**src/rtl/opd_pkg.sv**
```systemverilog
package opd_pkg;

   typedef enum logic [2:0] {
      TGT_NONE = 3'd0,
      TGT_GPR  = 3'd1,
      TGT_SP   = 3'd2,
      TGT_PC   = 3'd3,
      TGT_OVF  = 3'd4,
      TGT_MEM  = 3'd5
   } tgt_e;

   typedef enum logic [3:0] {
      K_GPR,
      K_GPR_IND,
      K_GPR_IDX,
      K_POP,
      K_PEEK,
      K_PUSH,
      K_SP,
      K_PC,
      K_OVF,
      K_EXT_IND,
      K_EXT_LIT,
      K_SHORT_LIT
   } kind_e;

   typedef enum logic [1:0] {
      ST_IDLE,
      ST_EXT,
      ST_MEM,
      ST_DONE
   } st_e;

   typedef struct packed {
      kind_e kind;
      logic  use_ext;
      logic  use_mem;
      logic  is_lit;
   } cls_t;

endpackage

```
**src/rtl/opd_classify.sv**
```systemverilog
module opd_classify
   import opd_pkg::*;
#(
   parameter int CODE_W = 6,
   parameter int RIDX_W = 3
) (
   input  logic [CODE_W-1:0] code,
   output cls_t              cls,
   output logic [RIDX_W-1:0] ridx
);
   localparam int GRP_W = CODE_W - RIDX_W;

   logic [GRP_W-1:0] grp;

   assign grp  = code[CODE_W-1:RIDX_W];
   assign ridx = code[RIDX_W-1:0];

   always_comb begin
      cls.kind    = K_SHORT_LIT;
      cls.use_ext = 1'b0;
      cls.use_mem = 1'b0;
      cls.is_lit  = 1'b1;
      if (grp == GRP_W'(0)) begin
         cls.kind   = K_GPR;
         cls.is_lit = 1'b0;
      end else if (grp == GRP_W'(1)) begin
         cls.kind    = K_GPR_IND;
         cls.use_mem = 1'b1;
         cls.is_lit  = 1'b0;
      end else if (grp == GRP_W'(2)) begin
         cls.kind    = K_GPR_IDX;
         cls.use_ext = 1'b1;
         cls.use_mem = 1'b1;
         cls.is_lit  = 1'b0;
      end else if (grp == GRP_W'(3)) begin
         cls.is_lit = 1'b0;
         case (ridx)
            RIDX_W'(0): begin cls.kind = K_POP;  cls.use_mem = 1'b1; end
            RIDX_W'(1): begin cls.kind = K_PEEK; cls.use_mem = 1'b1; end
            RIDX_W'(2): begin cls.kind = K_PUSH; cls.use_mem = 1'b1; end
            RIDX_W'(3): cls.kind = K_SP;
            RIDX_W'(4): cls.kind = K_PC;
            RIDX_W'(5): cls.kind = K_OVF;
            RIDX_W'(6): begin
               cls.kind    = K_EXT_IND;
               cls.use_ext = 1'b1;
               cls.use_mem = 1'b1;
            end
            default: begin
               cls.kind    = K_EXT_LIT;
               cls.use_ext = 1'b1;
               cls.is_lit  = 1'b1;
            end
         endcase
      end
   end

endmodule

```
**src/rtl/opd_addr_gen.sv**
```systemverilog
module opd_addr_gen
   import opd_pkg::*;
#(
   parameter int DW = 16
) (
   input  kind_e         kind,
   input  logic [DW-1:0] reg_val,
   input  logic [DW-1:0] sp_in,
   input  logic [DW-1:0] ext_word,
   output logic [DW-1:0] addr,
   output logic [DW-1:0] sp_nx,
   output logic          sp_chg
);
   logic [DW-1:0] sp_inc;
   logic [DW-1:0] sp_dec;

   assign sp_inc = sp_in + DW'(1);
   assign sp_dec = sp_in - DW'(1);

   always_comb begin
      addr   = '0;
      sp_nx  = sp_in;
      sp_chg = 1'b0;
      case (kind)
         K_GPR_IND: addr = reg_val;
         K_GPR_IDX: addr = ext_word + reg_val;
         K_POP: begin
            addr   = sp_in;
            sp_nx  = sp_inc;
            sp_chg = 1'b1;
         end
         K_PEEK:    addr = sp_in;
         K_PUSH: begin
            addr   = sp_dec;
            sp_nx  = sp_dec;
            sp_chg = 1'b1;
         end
         K_EXT_IND: addr = ext_word;
         default:   addr = '0;
      endcase
   end

endmodule

```
**src/rtl/opd_seq.sv**
```systemverilog
module opd_seq
   import opd_pkg::*;
#(
   parameter int DW = 16
) (
   input  logic          clk,
   input  logic          rst_n,
   input  logic          start,
   input  logic          skip,
   input  logic          use_ext,
   input  logic          use_mem,
   input  logic [DW-1:0] mem_rdata,
   output st_e           st,
   output logic          in_ext,
   output logic          in_mem,
   output logic          busy,
   output logic          done,
   output logic [DW-1:0] ext_q,
   output logic [DW-1:0] data_q
);
   st_e  st_nx;
   logic need_mem;

   assign need_mem = use_mem & ~skip;

   always_comb begin
      st_nx = st;
      case (st)
         ST_IDLE: if (start) st_nx = use_ext ? ST_EXT : (need_mem ? ST_MEM : ST_DONE);
         ST_EXT:  st_nx = need_mem ? ST_MEM : ST_DONE;
         ST_MEM:  st_nx = ST_DONE;
         default: st_nx = ST_IDLE;
      endcase
   end

   always_ff @(posedge clk or negedge rst_n) begin
      if (!rst_n) begin
         st     <= ST_IDLE;
         ext_q  <= '0;
         data_q <= '0;
      end else begin
         st <= st_nx;
         if (st == ST_EXT) ext_q  <= mem_rdata;
         if (st == ST_MEM) data_q <= mem_rdata;
      end
   end

   assign in_ext = (st == ST_EXT);
   assign in_mem = (st == ST_MEM);
   assign busy   = (st != ST_IDLE);
   assign done   = (st == ST_DONE);


   done_single_chk: assert property (@(posedge clk) disable iff (!rst_n)
      done |=> !done);


   start_idle_chk: assert property (@(posedge clk) disable iff (!rst_n)
      (!busy && start && !use_ext && !need_mem) |=> done);

endmodule

```
**src/rtl/opnd_decoder.sv**
```systemverilog
module opnd_decoder
   import opd_pkg::*;
#(
   parameter int DW          = 16,
   parameter int NREG        = 8,
   parameter int CODE_W      = 6,
   parameter int CYC_W       = 2,
   parameter bit REG_SEL_AO  = 1'b0
) (
   input  logic                 clk,
   input  logic                 rst_n,
   input  logic                 start,
   input  logic                 skip,
   input  logic [CODE_W-1:0]    code,
   input  logic [NREG*DW-1:0]   gpr_vec,
   input  logic [DW-1:0]        sp_in,
   input  logic [DW-1:0]        pc_in,
   input  logic [DW-1:0]        ovf_in,
   output logic                 mem_rd,
   output logic [DW-1:0]        mem_addr,
   input  logic [DW-1:0]        mem_rdata,
   output logic                 busy,
   output logic                 done,
   output logic [DW-1:0]        value,
   output logic [2:0]           tgt,
   output logic [$clog2(NREG)-1:0] tgt_reg,
   output logic [DW-1:0]        tgt_addr,
   output logic                 write_block,
   output logic                 sp_we,
   output logic [DW-1:0]        sp_next,
   output logic                 pc_we,
   output logic [DW-1:0]        pc_next,
   output logic [CYC_W-1:0]     extra_cyc
);
   localparam int RIDX_W    = $clog2(NREG);
   localparam int SLIT_W    = CODE_W - 1;
   localparam int LIT_FIRST = (1 << (CODE_W - 1)) - 1;

   // elaboration-time parameter checks
   if (CODE_W != 6) begin : g_bad_code
      $error("opnd_decoder: CODE_W must be 6");
   end
   if (NREG != (1 << RIDX_W) || RIDX_W != 3) begin : g_bad_nreg
      $error("opnd_decoder: NREG must be 8");
   end
   if (DW < CODE_W) begin : g_bad_dw
      $error("opnd_decoder: DW too small");
   end
   if (CYC_W < 1) begin : g_bad_cyc
      $error("opnd_decoder: CYC_W must be at least 1");
   end

   cls_t              cls;
   logic [RIDX_W-1:0] ridx;
   logic [DW-1:0]     gpr_arr [NREG];
   logic [DW-1:0]     reg_sel;
   logic [DW-1:0]     op_addr;
   logic [DW-1:0]     sp_nx;
   logic              sp_chg;
   st_e               st;
   logic              in_ext;
   logic              in_mem;
   logic [DW-1:0]     ext_q;
   logic [DW-1:0]     data_q;
   tgt_e              tgt_k;

   for (genvar g = 0; g < NREG; g++) begin : g_unpack
      assign gpr_arr[g] = gpr_vec[g*DW +: DW];
   end

   if (REG_SEL_AO) begin : g_sel_ao
      logic [DW-1:0] terms [NREG];
      logic [DW-1:0] acc   [NREG+1];
      assign acc[0] = '0;
      for (genvar g = 0; g < NREG; g++) begin : g_term
         assign terms[g]  = gpr_arr[g] & {DW{ridx == RIDX_W'(g)}};
         assign acc[g+1]  = acc[g] | terms[g];
      end
      assign reg_sel = acc[NREG];
   end else begin : g_sel_idx
      assign reg_sel = gpr_arr[ridx];
   end

   opd_classify #(.CODE_W(CODE_W), .RIDX_W(RIDX_W)) i_classify (
      .code (code),
      .cls  (cls),
      .ridx (ridx)
   );

   opd_addr_gen #(.DW(DW)) i_addr_gen (
      .kind     (cls.kind),
      .reg_val  (reg_sel),
      .sp_in    (sp_in),
      .ext_word (ext_q),
      .addr     (op_addr),
      .sp_nx    (sp_nx),
      .sp_chg   (sp_chg)
   );

   opd_seq #(.DW(DW)) i_seq (
      .clk       (clk),
      .rst_n     (rst_n),
      .start     (start),
      .skip      (skip),
      .use_ext   (cls.use_ext),
      .use_mem   (cls.use_mem),
      .mem_rdata (mem_rdata),
      .st        (st),
      .in_ext    (in_ext),
      .in_mem    (in_mem),
      .busy      (busy),
      .done      (done),
      .ext_q     (ext_q),
      .data_q    (data_q)
   );

   assign mem_rd   = in_ext | in_mem;
   assign mem_addr = in_ext ? pc_in : (in_mem ? op_addr : '0);

   always_comb begin
      value       = '0;
      tgt_k       = TGT_NONE;
      tgt_reg     = '0;
      tgt_addr    = '0;
      write_block = 1'b0;
      sp_we       = 1'b0;
      pc_we       = 1'b0;
      extra_cyc   = '0;
      if (done) begin
         pc_we = cls.use_ext;
         if (skip) begin
            write_block = 1'b1;
         end else begin
            sp_we       = sp_chg;
            write_block = cls.is_lit;
            if (cls.use_ext) extra_cyc = CYC_W'(1);
            case (cls.kind)
               K_GPR: begin
                  value   = reg_sel;
                  tgt_k   = TGT_GPR;
                  tgt_reg = ridx;
               end
               K_GPR_IND, K_GPR_IDX, K_POP, K_PEEK, K_PUSH, K_EXT_IND: begin
                  value    = data_q;
                  tgt_k    = TGT_MEM;
                  tgt_addr = op_addr;
               end
               K_SP: begin
                  value = sp_in;
                  tgt_k = TGT_SP;
               end
               K_PC: begin
                  value = pc_in;
                  tgt_k = TGT_PC;
               end
               K_OVF: begin
                  value = ovf_in;
                  tgt_k = TGT_OVF;
               end
               K_EXT_LIT: value = ext_q;
               default:   value = DW'(code[SLIT_W-1:0]);
            endcase
         end
      end
   end

   assign tgt     = tgt_k;
   assign sp_next = sp_we ? sp_nx : sp_in;
   assign pc_next = pc_we ? (pc_in + DW'(1)) : pc_in;


   skip_quiet_chk: assert property (@(posedge clk) disable iff (!rst_n)
      (done && skip) |-> (!sp_we && extra_cyc == '0 && tgt == 3'd0 && write_block));


   pc_step_chk: assert property (@(posedge clk) disable iff (!rst_n)
      pc_we |-> (pc_next == pc_in + DW'(1)));


   ext_fetch_at_pc_chk: assert property (@(posedge clk) disable iff (!rst_n)
      (start && !busy && cls.use_ext) |=> (mem_rd && mem_addr == $past(pc_in)));


   lit_block_chk: assert property (@(posedge clk) disable iff (!rst_n)
      (done && !skip && code >= CODE_W'(LIT_FIRST)) |-> (write_block && tgt == 3'd0));


   stack_sp_chk: assert property (@(posedge clk) disable iff (!rst_n)
      sp_we |-> (done && (sp_next == sp_in + DW'(1) || sp_next == sp_in - DW'(1))));

endmodule

```
**config.mk**
```make
export PLATFORM = sky130hd
export DESIGN_NAME = opnd_decoder
export DESIGN_NICKNAME = d
export VERILOG_FILES = /design/src/rtl/opd_pkg.sv /design/src/rtl/opd_classify.sv /design/src/rtl/opd_addr_gen.sv /design/src/rtl/opd_seq.sv /design/src/rtl/opnd_decoder.sv
export SDC_FILE = /design/constraint.sdc
export NUM_CORES = 1
export LEC_CHECK = 0
export ABC_AREA = 1
export BUFFER_PORTS_ARGS = -buffer_cell sky130_fd_sc_hd__buf_2
export CORE_ASPECT_RATIO = 0.75
export CORE_UTILIZATION = 30
export CTS_BUF_LIST = sky130_fd_sc_hd__clkbuf_4
export DETAILED_ROUTE_END_ITERATION = 16
export GPL_TIMING_DRIVEN = 0
export PLACE_DENSITY = 0.57
export REMOVE_ABC_BUFFERS = 1
export SYNTH_ARGS = -nofsm -noshare
export SYNTH_HDL_FRONTEND = slang
export SYNTH_HIERARCHICAL = 1
export SYNTH_SLANG_ARGS = --single-unit
export TNS_END_PERCENT = 5
```
**constraint.sdc**
```tcl
create_clock -name clk -period 4.8 [get_ports clk]
set_input_delay 0.72 -clock clk [delete_from_list [all_inputs] [get_ports clk]]
set_output_delay 0.72 -clock clk [all_outputs]
set_load 0.03 [all_outputs]
```
After elaboration in Yosys (flattened, before gate mapping)
Cells that the tools add are included. W data, S select, Z words.

Register bits after elaboration: 34. Input port bits: 202. Logic and storage cells: 92.

$add $sub $neg: 4. Order comparisons: 1. Equal/unequal tests: 23. Mux-type cells: 46. Bitwise operators: 4. Reduce and logical (&&, ||, !) cells: 11.

Operators by type and width (count): $mux W16 (11); $pmux W16 S6 (1); $pmux W16 S5 (1); $bmux W16 S3 (1); $add A16 B1 Y16 const B (2); $pmux W16 S2 (1); $pmux W4 S7 (1); $add A16 B16 Y16 (1); $eq A4 B3 Y1 const B (4); $sub A16 B1 Y16 const B (1); $mux W1 (15); $mux W3 (5); $pmux W3 S5 (1); $mux W7 (2); $eq A3 B2 Y1 const B (4); $eq A4 B4 Y1 const B (3); $reduce_or A6 Y1 (2); $eq A3 B3 Y1 const B (3); $eq A4 B2 Y1 const B (2); $mux W2 (4); $mux W4 (2); $reduce_or A7 Y1 (1); $eq A3 B1 Y1 const B (2); $logic_not A3 Y1 (2); 15 further kinds (17).

Longest topological paths before layout
Gate-level depths: netlist of the first run.

Depth in word-level cells: 13. Depth in mapped cells: 22. Mapped depth without buffers: 19.

Cells and area by module
The synthesis of the first run kept the hierarchy.

By module, submodules not included: opnd_decoder (times used 1, cells an instance 773, area each 3448.3 µm², sequential area each 0.0 µm²); opd_addr_gen (times used 1, cells an instance 507, area each 2422.3 µm², sequential area each 0.0 µm²); opd_seq (times used 1, cells an instance 129, area each 1455.1 µm², sequential area each 850.8 µm²); opd_classify (times used 1, cells an instance 34, area each 157.7 µm², sequential area each 0.0 µm²).

Worst setup path after synthesis of the first run
No wires, ideal clock.

Path type: input to output. Start point: in code[2]. End point: out tgt_addr[13]. Data arrival time: 3.376 ns. Data required time: 4.080 ns. Slack: 0.704 ns. Stages: 18. Path buffers: 3. Cells stage by stage: buf_4 buf_2 clkinv_1 buf_1 nand3_1 and2_1 ha_1 nand2_1 inv_1 nand2_1 nand2_1 a21oi_1 nand2_1 nand2_1 nand3_1 nand2_1 inv_1 nor3_1.

Elaborated cells between the ends (all ways): 29. Those cells by class: add/sub (1); eq/ne (12); mux (12); bitwise (1); reduce/logical (3).

RTL lines: from (decl) (RTL line opnd_decoder.sv:14) `input logic [CODE_W-1:0] code,`; $not A3 Y4 (implied by the code) (RTL line opnd_decoder.sv:81) `assign reg_sel = gpr_arr[ridx];`; $bmux W16 S3 (RTL line opnd_decoder.sv:81); $mux W16 (implied by the code) (2 in series) (RTL line opnd_decoder.sv:81); via reg_sel[11] (RTL line opnd_decoder.sv:56) `logic [DW-1:0] reg_sel;`; $add A16 B16 Y16 (RTL line opd_addr_gen.sv:26) `K_GPR_IDX: addr = ext_word + reg_val;`; $pmux W16 S5 (RTL line opd_addr_gen.sv:24) `case (kind)`; via op_addr[13] (RTL line opnd_decoder.sv:57) `logic [DW-1:0] op_addr;`; $mux W16 (RTL line opnd_decoder.sv:137) `case (cls.kind)`; $mux W16 (RTL line opnd_decoder.sv:131) `if (skip) begin`; $mux W16 (RTL line opnd_decoder.sv:129) `if (done) begin`; to (decl) (RTL line opnd_decoder.sv:27) `output logic [DW-1:0] tgt_addr,`.

The timed path passes the listed nets, and every way through them passes these cells. The select of a mux whose other input is x is not followed.

Worst setup path after layout of the first run
Start point: in code[2]. End point: out tgt_addr[12].

Same word-level chain as after synthesis.

==> insert_results.sql, run 1 <==
INSERT INTO impl_metrics (metric_group, metric, value, unit) VALUES
('outcome', 'status', 'finished clean', ''),
('worst_setup_path', 'critical_path.cell_chain', 'buf_2, clkinv_2, nand3_1, nand2_1, inv_1, ha_1, inv_1, fa_1, inv_1, nand3_1, nand3_1, nand3_1, nand4_1, nand3_1, nand2_1, inv_1, nor3_1, buf_2', ''),
('power_and_ir_drop', 'powerDensity', '319', 'nW/um^2'),
('worst_setup_path', 'crit_path_end_kind', 'primary output', ''),
('sta', 'grt_setup_unrepaired', 'true', ''),
('run', 'timing.max_cap.violations', '0', ''),
('routing', 'routedWlPerCell', '15.9', 'um'),
('clock_network', 'clk_pin_slew_worst_paths', '0.11', 'ns'),
('routing', 'routed_wl', '32.2', 'mm'),
('power_and_ir_drop', 'peakVddDrop', '0.000310', 'V'),
('worst_setup_path', 'timing.critical_path.slowest_cell_delay', '0.43', 'ns'),
('sta', 'final_max_slew_viols', '0', ''),
('power_and_ir_drop', 'power_switching', '1.68', 'mW'),
('power_and_ir_drop', 'p_sw_share', '57.5', '%'),
('synthesis', 'post_synth_xor_area_fraction', '2.22', '%'),
('worst_hold_path', 'timing.hold.worst.class', 'primary input to async pin', ''),
('clock_network', 'clock_tree.htree_level_count', '2', ''),
('routing', 'dr_wl_met3', '2.42', 'mm'),
('worst_setup_path', 'critical-path-top-delay-family', 'buffers and inverters', ''),
('floorplan', 'design.die.area', '25600', 'um^2'),
('floorplan', 'start_util', '30.9', '%'),
('clock_network', 'cts_tree', 'yes', ''),
('floorplan', 'core.rowCount', '49', ''),
('synthesis', 'yosysWarnings', '6', ''),
('routing', 'dr.first_iter.drc_count', '774', ''),
('synthesis', 'yosysUniqueCellTypes', '42', ''),
('synthesis', 'share_of_the_synthesized_area_in_the_top_cell_type', '24.6', '%'),
('synthesis', 'synthMostInstantiatedCell', 'nand2_1', ''),
('sta', 'post-route-period-util', '97.8', '%'),
('routing', 'drc', '0', ''),
('routing', 'route.antenna.remaining_nets', '0', ''),
('worst_setup_path', 'crit_top_cell', 'nand3_1', ''),
('synthesis', 'yosysSeqAreaShare', '11.4', '%'),
('clock_network', 'clk-insertion-delay-late', '0.37', 'ns'),
('synthesis', 'synth_area_per_cell', '5.19', 'um^2'),
('final_layout', 'layout-area-overhead-vs-synth', '22.4', '%'),
('floorplan', 'design.core.area', '24200', 'um^2'),
('clock_network', 'cts_num_sinks', '34', ''),
('clock_network', 'cts_buffers', '5', ''),
('synthesis', 'synth.cells.most_frequent', 'nand2_1, inv_1, nand3_1', ''),
('worst_setup_path', 'critical_path.n_buffers_inverters', '7', ''),
('final_layout', 'post-route-util', '37.8', '%'),
('synthesis', 'synth-seq-cells', '34', ''),
('routing', 'via_per_inst', '4.96', ''),
('clock_network', 'ctsHoldBuffers', '0', ''),
('worst_setup_path', 'crit_path_max_fanout', '21', ''),
('sta', 'worst-slew-pin-transition', '1.35', 'ns'),
('worst_setup_path', 'timing.critical_path.required', '4.08', 'ns'),
('routing', 'met2RoutedLength', '14.1', 'mm'),
('worst_setup_path', 'slowest_stage', 'clkinv_2', ''),
('sta', 'relSlewSlack', '9.97', '%'),
('power_and_ir_drop', 'cellInternalPower', '1.24', 'mW'),
('sta', 'hold_viol_final', '0', ''),
('synthesis', 'area_fraction_in_and_or_nand_and_nor_cells_after_synthesis', '53.3', '%'),
('sta', 'fin_worst_setup_slack', '0.105', 'ns'),
('synthesis', 'syn_inst', '1443', ''),
('worst_setup_path', 'startpoint_type', 'primary input', ''),
('synthesis', 'compound_cell_area_share_of_the_yosys_netlist', '8.86', '%'),
('floorplan', 'die_h', '139', 'um'),
('sta', 'clock-skew-final', '0.0308', 'ns'),
('synthesis', 'synthesized_area_fraction_occupied_by_adder_cells', '4.45', '%'),
('worst_setup_path', 'cp.arrival', '3.98', 'ns'),
('placed_design', 'io_buffers', '294', ''),
('clock_network', 'clk_root_buffer_cell', 'clkbuf_4', ''),
('routing', 'dr_total_vias', '10000', ''),
('floorplan', 'design.portCount', '296', ''),
('placed_design', 'place_congestion', '0.917', ''),
('synthesis', 'yosys-top-cells-area', 'nand2_1, nand3_1, dfrtp_1', ''),
('synthesis', 'mappedNetlistArea', '7480', 'um^2'),
('sta', 'post-route-min-period', '4.70', 'ns'),
('final_layout', 'drive_gt1_share', '21.9', '%');
registers in the layout (all words and copies together), names as in the netlist:
register,cells
i_seq/data_q,16
i_seq/ext_q,16
i_seq/st,2
path summary, 6_finish.rpt:
check                           startpoint  slack, ns  depth (start not counted)                to
max                                code[2]       0.10                         18      tgt_addr[12]
min                                  rst_n       0.45                          1  i_seq/data_q[11]
max reg2reg                    i_seq/st[0]       2.71                          3   i_seq/data_q[4]
min reg2reg                i_seq/data_q[5]       0.52                          1   i_seq/data_q[5]
max in group asynchronous            rst_n       3.78                          1    i_seq/ext_q[4]
min in group clk           i_seq/data_q[5]       0.52                          1   i_seq/data_q[5]
routing by layer:
layer,up-vias,GRT usage (%)
met3,26,3.62
met4,0,3.42
li1,5027,-
met1,4553,34.9
met2,407,39.0
met5,-,0
placed cells by master (no fill, tap or decap), drive strengths merged, types with 2 or more instances in the layout:
master / count
o211ai: 8
nand3b: 3
nand4: 23
xnor2: 3
xor2: 16
o21ai: 48
a21oi: 45
mux2: 16
inv: 228
clkinvlp: 5
a31oi: 2
nor2: 143
o221ai: 2
nand3: 210
clkinv: 5
dfrtp: 34
clkbuf: 6
ha: 25
or2: 4
buf: 299
o22ai: 14
and2: 12
diode: 3
nand2: 495
nor3: 35
per-stage QoR:
| step | std cells | cell area [um^2] | setup TNS [ns] |
|---|---|---|---|
| 6_report | 2020 | 9160 | 0 |
| 3_3_place_gp | 2002 | 8980 | -56.52 |
| 4_1_cts | 2011 | 9080 | -0.000437 |
| 3_5_place_dp | 2003 | 9000 | -29.17 |
| 5_1_grt | 2020 | 9160 | -0.665 |
| 2_1_floorplan | 1377 | 7100 | 0 |
cell type report:
| type | count | area, um^2 |
|---|---|---|
| clock buffers | 6 | 45.0 |
| diodes | 3 | 7.51 |
| flip-flops and latches | 34 | 851 |
| well taps | 331 | 414 |
| multi-input cells | 1109 | 5400 |
| clock inverters | 2 | 8.76 |
| repair buffers | 299 | 1530 |
| fillers | 2820 | 15100 |
| inverters | 234 | 891 |
| repair inverters | 2 | 12.5 |
power by group through the flow:
stage	Combinational [mW]	Clock, mW	Sequential [mW]
floorplan	1.51	0	0.529
global placement	2.12	0	0.569
detailed placement	2.15	0	0.574
CTS	2.16	0.174	0.568
global route	2.43	0.186	0.592
finish	2.18	0.169	0.568
what timing repair did:
action                     4_1_cts  5_1_grt
buffers inserted                 0        4
setup endpoints to repair       66       53
hold endpoints to repair         0        0
gates cloned                     0        2
gates resized for setup          9        7
kinds of logic after synthesis:
| logic type | count (synthesis) |
|---|---|
| adder cells (fa/ha/maj) | 26 |
| XOR/XNOR | 19 |
| multiplexers | 16 |
| buffers and inverters | 300 |
| AO/OA/AOI/OAI | 121 |
| flip-flops | 34 |
| other | 1 |
| AND/OR/NAND/NOR | 926 |
No activity file was read; power rests on OpenSTA's default activity.
==> run 2, diff against run 1 <==
clock period = 6.1 ns   (was 4.8 ns; I/O delays follow)
==> run 2 against run 1 <==
  * Combinational power down 22%
  * Flip-flop and latch count unchanged
  * Worst setup slack better by 0.31 ns
  * Utilization down 0.35 points
  * Hold slack better by 0.068 ns
==> insert_results.sql, run 2 (synthesis gave the netlist of run 1 again) <==
INSERT INTO impl_metrics (metric_group, metric, value, unit) VALUES
('final_layout', 'num-nets-final', '1907', ''),
('routing', 'pre_repair_dr_iteration_count', '5', ''),
('global_routing', 'globalRouteOverflowTotal', '0', ''),
('power_and_ir_drop', 'powerDensity', '253', 'nW/um^2'),
('run', 'timing.max_cap.violations', '0', ''),
('power_and_ir_drop', 'p_clk_share', '5.8', '%'),
('clock_network', 'clock_tree.htree_level_count', '2', ''),
('routing', 'via_per_inst', '4.97', ''),
('routing', 'drc', '0', ''),
('worst_hold_path', 'timing.hold.worst.class', 'flop to flop', ''),
('worst_setup_path', 'timing.critical_path.required', '5.18', 'ns'),
('worst_setup_path', 'critical_path_origin', 'code[0]', ''),
('sta', 'relSlewSlack', '12.4', '%'),
('final_layout', 'layout-area-overhead-vs-synth', '21.3', '%'),
('power_and_ir_drop', 'power_switching', '1.32', 'mW'),
('final_layout', 'fillCellCount', '2826', ''),
('sta', 'hold_viol_final', '0', ''),
('floorplan', 'die_h', '139', 'um'),
('sta', 'post-route-min-period', '5.68', 'ns'),
('power_and_ir_drop', 'report.power.total', '2.29', 'mW'),
('sta', 'post-route-period-util', '93.2', '%'),
('power_and_ir_drop', 'cellInternalPower', '0.973', 'mW'),
('placed_design', 'place_congestion', '0.917', ''),
('routing', 'dr.first_iter.drc_count', '881', ''),
('sta', 'clock-skew-final', '0.0303', 'ns'),
('worst_setup_path', 'crit_path_end_kind', 'primary output', ''),
('final_layout', 'layout.cells.most_common_list', 'nand2_1, buf_2, inv_1', ''),
('clock_network', 'cts_tree', 'yes', ''),
('power_and_ir_drop', 'power.share.sequential', '19.5', '%'),
('sta', 'final_max_slew_viols', '0', ''),
('clock_network', 'clk-insertion-delay-late', '0.37', 'ns'),
('global_routing', 'first_global_vias', '9012', ''),
('floorplan', 'die_x', '184', 'um'),
('sta', 'report.final.setup_viol', '0', ''),
('routing', 'route.antenna.remaining_nets', '0', ''),
('power_and_ir_drop', 'p_sw_share', '57.6', '%'),
('power_and_ir_drop', 'combPwrFrac', '74.7', '%'),
('placed_design', 'dp_hpwl', '26.1', 'mm'),
('worst_setup_path', 'regToRegStartpoint', 'i_seq/st[0]', ''),
('final_layout', 'area.sequential', '851', 'um^2'),
('sta', 'worst-slew-pin-transition', '1.31', 'ns'),
('global_routing', 'grt_first_pass_wirelength', '48.9', 'mm'),
('sta', 'grt_setup_unrepaired', 'false', ''),
('clock_network', 'post-cts-setup-buffers', '0', ''),
('clock_network', 'cts_buffers', '5', ''),
('floorplan', 'design.portCount', '296', ''),
('final_layout', 'multi_input_area', '5370', 'um^2'),
('final_layout', 'layout_commonest_cell', 'nand2_1', ''),
('placed_design', 'io_buffers', '294', ''),
('power_and_ir_drop', 'power.leakage', '5.28', 'nW'),
('floorplan', 'core.rowCount', '49', ''),
('power_and_ir_drop', 'peakVddDrop', '0.000245', 'V'),
('clock_network', 'ctsHoldBuffers', '0', ''),
('sta', 'highest_attainable_clock_frequency', '176', 'MHz'),
('floorplan', 'design.die.area', '25600', 'um^2'),
('worst_setup_path', 'crit_path_max_fanout', '69', ''),
('clock_network', 'clk_pin_slew_worst_paths', '0.10', 'ns'),
('clock_network', 'cts_num_sinks', '34', ''),
('worst_setup_path', 'startpoint_type', 'primary input', ''),
('routing', 'routed_wl', '31.8', 'mm'),
('final_layout', 'drive_gt1_share', '21.3', '%'),
('global_routing', 'global_route.usage.total', '24.3', '%'),
('global_routing', 'grt_antenna_before_repair', '3', ''),
('routing', 'routedWlPerCell', '15.8', 'um'),
('worst_setup_path', 'cp.arrival', '4.77', 'ns'),
('sta', 'holdWs', '0.519', 'ns'),
('routing', 'dr_total_vias', '10000', ''),
('worst_hold_path', 'min-delay-start', 'i_seq/data_q[5]', ''),
('global_routing', 'largest_net_degree_at_the_start_of_global_routing', '70', ''),
('final_layout', 'post-route-util', '37.5', '%'),
('clock_network', 'clk_root_buffer_cell', 'clkbuf_4', ''),
('worst_setup_path', 'path_class', 'primary input to primary output', ''),
('final_layout', 'top_regs', 'i_seq/data_q: 16 flops, i_seq/ext_q: 16 flops, i_seq/st: 2 flops', ''),
('floorplan', 'design.core.area', '24200', 'um^2'),
('floorplan', 'start_util', '30.9', '%'),
('clock_network', 'clock_tree.buffer_depth', '2', ''),
('outcome', 'status', 'finished clean', '');
-- run 2: changes by cell type in the layout (fill, tap and decap cells not counted), sizes merged --
| cell | change |
|---|---|
| clkinvlp | -4 |
| inv | +2 |
| buf | -6 |
| clkbuf | +2 |
-- run 2: through the flow --
stage                     worst slack [ns]  cell area (um^2)  TNS, ns  instances
final                                0.417              9070        0       2014
after global routing                0.0485              9070        0       2014
after CTS                           0.0216              9050        0       2011
after detailed placement            0.0325              9000        0       2003
after global placement              -0.492              8980    -9.20       2002
after floorplan                       1.19              7100        0       1377
-- run 2: cell type report --
class                      instances  area share [%]
multi-input combinational       1109            59.2
timing repair buffer             295            16.5
inverter                         234            9.72
sequential                        34            9.38
tap                              331            4.56
clock buffer                       6           0.496
clock inverter                     2          0.0965
antenna                            3          0.0827
-- run 2: worst paths after layout --
kind | slack [ns] | end | cells after the start
worst max-delay path | 0.42 | sp_next[3] | 12
worst min-delay path | 0.52 | i_seq/data_q[5] | 1
worst max register to register | 4.00 | i_seq/data_q[4] | 3
worst min register to register | 0.52 | i_seq/data_q[5] | 1
max in group asynchronous | 4.89 | i_seq/ext_q[4] | 1
min in group asynchronous | 0.65 | i_seq/ext_q[2] | 1
-- run 2: power groups by stage --
| stage | registers, mW | clock network (mW) | logic, mW |
|---|---|---|---|
| after floorplan | 0.416 | 0 | 1.19 |
| after global placement | 0.448 | 0 | 1.67 |
| after detailed placement | 0.452 | 0 | 1.69 |
| after CTS | 0.447 | 0.137 | 1.70 |
| after global routing | 0.466 | 0.147 | 1.91 |
| final | 0.447 | 0.134 | 1.71 |
-- run 2: layer usage --
layer	share of wire [%]	global-route usage, %	vias up
met1	47	34.9	4540
met2	44	38.9	423
li1	-	-	5016
met4	1.0	3.42	0
met5	0	0	-
met3	7.8	3.62	27
-- run 2: worst max-delay path: stages --
cell and delay (ns):
clkbuf_4 0.58, nand2_1 0.16, nand2_1 0.11, nor2_1 0.04, nor2_1 0.61, nor2_2 0.13, nand3_2 0.23, nand2_1 0.36
nand2_1 0.51, clkinvlp_4 0.49, o21ai_0 0.36, buf_2 0.25
-- run 2: timing repair --
item / CTS / global route
endpoints found under the hold margin: 0 / 0
resized for setup: 0 / 4
endpoints found under the setup margin: 0 / 23
==> run 3, diff against run 2 <==
ABC_CLOCK_PERIOD_IN_PS = 5600   (was unset)
clock period = 5.6 ns   (was 6.1 ns; I/O delays follow)
==> run 3 against run 2 <==
  * Via count down 0.78%
  * Register-to-register slack worse by 0.49 ns
  * Sequential power up 8.9%
  * Utilization about the same
  * Clock power up 8%
  * Die area unchanged
  * Critical endpoint is now tgt_addr[12]
==> insert_results.sql, run 3 (synthesis gave the netlist of run 1 again) <==
INSERT INTO impl_metrics (metric_group, metric, value, unit) VALUES
('outcome', 'status', 'finished clean', ''),
('global_routing', 'global_route.usage.total', '24.3', '%'),
('worst_setup_path', 'timing.critical_path.slowest_cell_delay', '0.67', 'ns'),
('routing', 'routedWlPerCell', '15.8', 'um'),
('clock_network', 'clk_root_buffer_cell', 'clkbuf_4', ''),
('floorplan', 'design.core.area', '24200', 'um^2'),
('clock_network', 'clock_tree.buffer_depth', '2', ''),
('final_layout', 'layout-area-overhead-vs-synth', '21.4', '%'),
('routing', 'highest_layer', 'met4', ''),
('clock_network', 'post-cts-setup-buffers', '0', ''),
('worst_setup_path', 'crit_top_cell', 'nand3_1', ''),
('clock_network', 'cts_num_sinks', '34', ''),
('routing', 'drc', '0', ''),
('final_layout', 'num-nets-final', '1907', ''),
('routing', 'via_per_inst', '4.93', ''),
('final_layout', 'top_regs', 'i_seq/data_q: 16 flops, i_seq/ext_q: 16 flops, i_seq/st: 2 flops', ''),
('power_and_ir_drop', 'p_clk_share', '5.8', '%'),
('worst_hold_path', 'timing.hold.worst.class', 'flop to flop', ''),
('floorplan', 'core.rowCount', '49', ''),
('power_and_ir_drop', 'peakVddDrop', '0.000265', 'V'),
('sta', 'worst-slew-pin-transition', '1.30', 'ns'),
('sta', 'grt_setup_unrepaired', 'false', ''),
('placed_design', 'io_buffers', '294', ''),
('final_layout', 'layout_commonest_cell', 'nand2_1', ''),
('power_and_ir_drop', 'power_switching', '1.44', 'mW'),
('final_layout', 'multi_input_area', '5380', 'um^2'),
('worst_setup_path', 'path_class', 'primary input to primary output', ''),
('routing', 'route.antenna.remaining_nets', '0', ''),
('placed_design', 'place_congestion', '0.917', ''),
('global_routing', 'grt_first_pass_wirelength', '48.9', 'mm'),
('floorplan', 'design.die.area', '25600', 'um^2'),
('sta', 'post-route-period-util', '93.7', '%'),
('sta', 'clock-skew-final', '0.0329', 'ns'),
('final_layout', 'layout.cells.most_common_list', 'nand2_1, buf_2, inv_1', ''),
('power_and_ir_drop', 'cellInternalPower', '1.06', 'mW'),
('routing', 'dr_wl_met3', '2.43', 'mm'),
('placed_design', 'placement.setup.worst_slack', '-0.317', 'ns'),
('worst_setup_path', 'ff2ff_setup_slack', '3.51', 'ns'),
('clock_network', 'clock_tree.htree_level_count', '2', ''),
('worst_setup_path', 'crit_path_end_kind', 'primary output', ''),
('sta', 'final_max_slew_viols', '0', ''),
('global_routing', 'globalRouteOverflowTotal', '0', ''),
('worst_setup_path', 'critical-path-top-delay-family', 'buffers and inverters', ''),
('global_routing', 'largest_net_degree_at_the_start_of_global_routing', '70', ''),
('sta', 'fin_worst_setup_slack', '0.352', 'ns'),
('floorplan', 'design.portCount', '296', ''),
('power_and_ir_drop', 'power.share.sequential', '19.5', '%'),
('global_routing', 'first_global_vias', '9012', ''),
('clock_network', 'clk_pin_slew_worst_paths', '0.10', 'ns'),
('routing', 'route.layer.met1.wl', '15.0', 'mm'),
('worst_setup_path', 'critical_path.n_buffers_inverters', '7', ''),
('power_and_ir_drop', 'powerDensity', '275', 'nW/um^2'),
('sta', 'relSlewSlack', '12.8', '%'),
('final_layout', 'area.sequential', '851', 'um^2'),
('sta', 'hold_viol_final', '0', ''),
('power_and_ir_drop', 'combPwrFrac', '74.7', '%'),
('final_layout', 'fillCellCount', '2824', ''),
('run', 'timing.max_cap.violations', '0', ''),
('sta', 'report.final.setup_viol', '0', ''),
('worst_setup_path', 'critical_path.cell_chain', 'buf_2, clkinv_1, nand3_1, nand2_1, inv_1, ha_1, inv_1, fa_1, inv_1, nand3_1, nand3_1, nand3_1, nand4_1, nand3_1, nand2_1, inv_1, nor3_1, buf_2', ''),
('clock_network', 'cts_tree', 'yes', ''),
('power_and_ir_drop', 'p_sw_share', '57.5', '%'),
('routing', 'dr.first_iter.drc_count', '899', ''),
('routing', 'routed_wl', '31.8', 'mm'),
('floorplan', 'start_util', '30.9', '%'),
('clock_network', 'cts_buffers', '5', ''),
('worst_setup_path', 'slowest_stage', 'clkinv_1', ''),
('routing', 'met2RoutedLength', '14.0', 'mm'),
('sta', 'highest_attainable_clock_frequency', '191', 'MHz'),
('clock_network', 'clk-insertion-delay-late', '0.37', 'ns'),
('sta', 'post-route-min-period', '5.25', 'ns'),
('power_and_ir_drop', 'report.power.total', '2.50', 'mW'),
('worst_setup_path', 'cp.arrival', '4.41', 'ns'),
('routing', 'pre_repair_dr_iteration_count', '5', ''),
('routing', 'dr_total_vias', '9928', ''),
('worst_setup_path', 'startpoint_type', 'primary input', ''),
('worst_setup_path', 'timing.critical_path.required', '4.76', 'ns'),
('power_and_ir_drop', 'power.leakage', '5.29', 'nW'),
('final_layout', 'drive_gt1_share', '21.5', '%'),
('floorplan', 'die_x', '184', 'um'),
('worst_setup_path', 'crit_path_max_fanout', '21', ''),
('floorplan', 'die_h', '139', 'um'),
('global_routing', 'grt_antenna_before_repair', '3', ''),
('placed_design', 'dp_hpwl', '26.1', 'mm');
[run 3: changes by cell type in the layout (fill, tap and decap cells not counted), sizes merged]
cell | before | now
buf | 293 | 295
clkbuf | 8 | 6
[run 3: per-layer routing]
layer	up-vias	track usage, %
met1	4494	34.9
met3	23	3.62
li1	5020	-
met5	-	0
met2	391	38.9
met4	0	3.42
[run 3: power by group through the flow]
stage,combinational [mW],sequential [mW],clock (mW)
floorplan,1.30,0.453,0
global placement,1.82,0.488,0
detailed placement,1.84,0.492,0
CTS,1.85,0.487,0.149
global route,2.08,0.508,0.160
finish,1.86,0.487,0.145
[run 3: path summary, 6_finish.rpt]
path | startpoint | to | cells past startpoint
setup / recovery | code[2] | tgt_addr[12] | 18
hold / removal | i_seq/data_q[5] | i_seq/data_q[5] | 1
setup reg to reg | i_seq/st[0] | i_seq/data_q[4] | 3
hold reg to reg | i_seq/data_q[5] | i_seq/data_q[5] | 1
max in group asynchronous | rst_n | i_seq/ext_q[4] | 1
min in group asynchronous | rst_n | i_seq/ext_q[1] | 1
[run 3: repair_timing]
item	in CTS	in global routing
hold buffers	0	0
pin swaps	0	0
hold endpoints to repair	0	0
gates resized for setup	3	4
setup endpoints to repair	20	23
[run 3: final cells by class]
class	instances	area share [%]
Multi-Input combinational cell	1109	59.2
Timing Repair Buffer	295	16.5
Inverter	234	9.71
Sequential cell	34	9.37
Tap cell	331	4.56
Clock buffer	6	0.496
Clock inverter	2	0.0964
Antenna cell	3	0.0827
[run 3: metrics by stage]
stage	util, %	hold slack, ns	area, um^2	std cells	TNS, ns
after global routing	37.5	0.551	9080	2014	0
after floorplan	-	0.481	7100	1377	0
after CTS	37.4	0.519	9060	2011	0
after global placement	37.1	0.489	8980	2002	-23.44
after detailed placement	37.2	0.496	9000	2003	-3.66
final	37.5	0.519	9080	2014	0
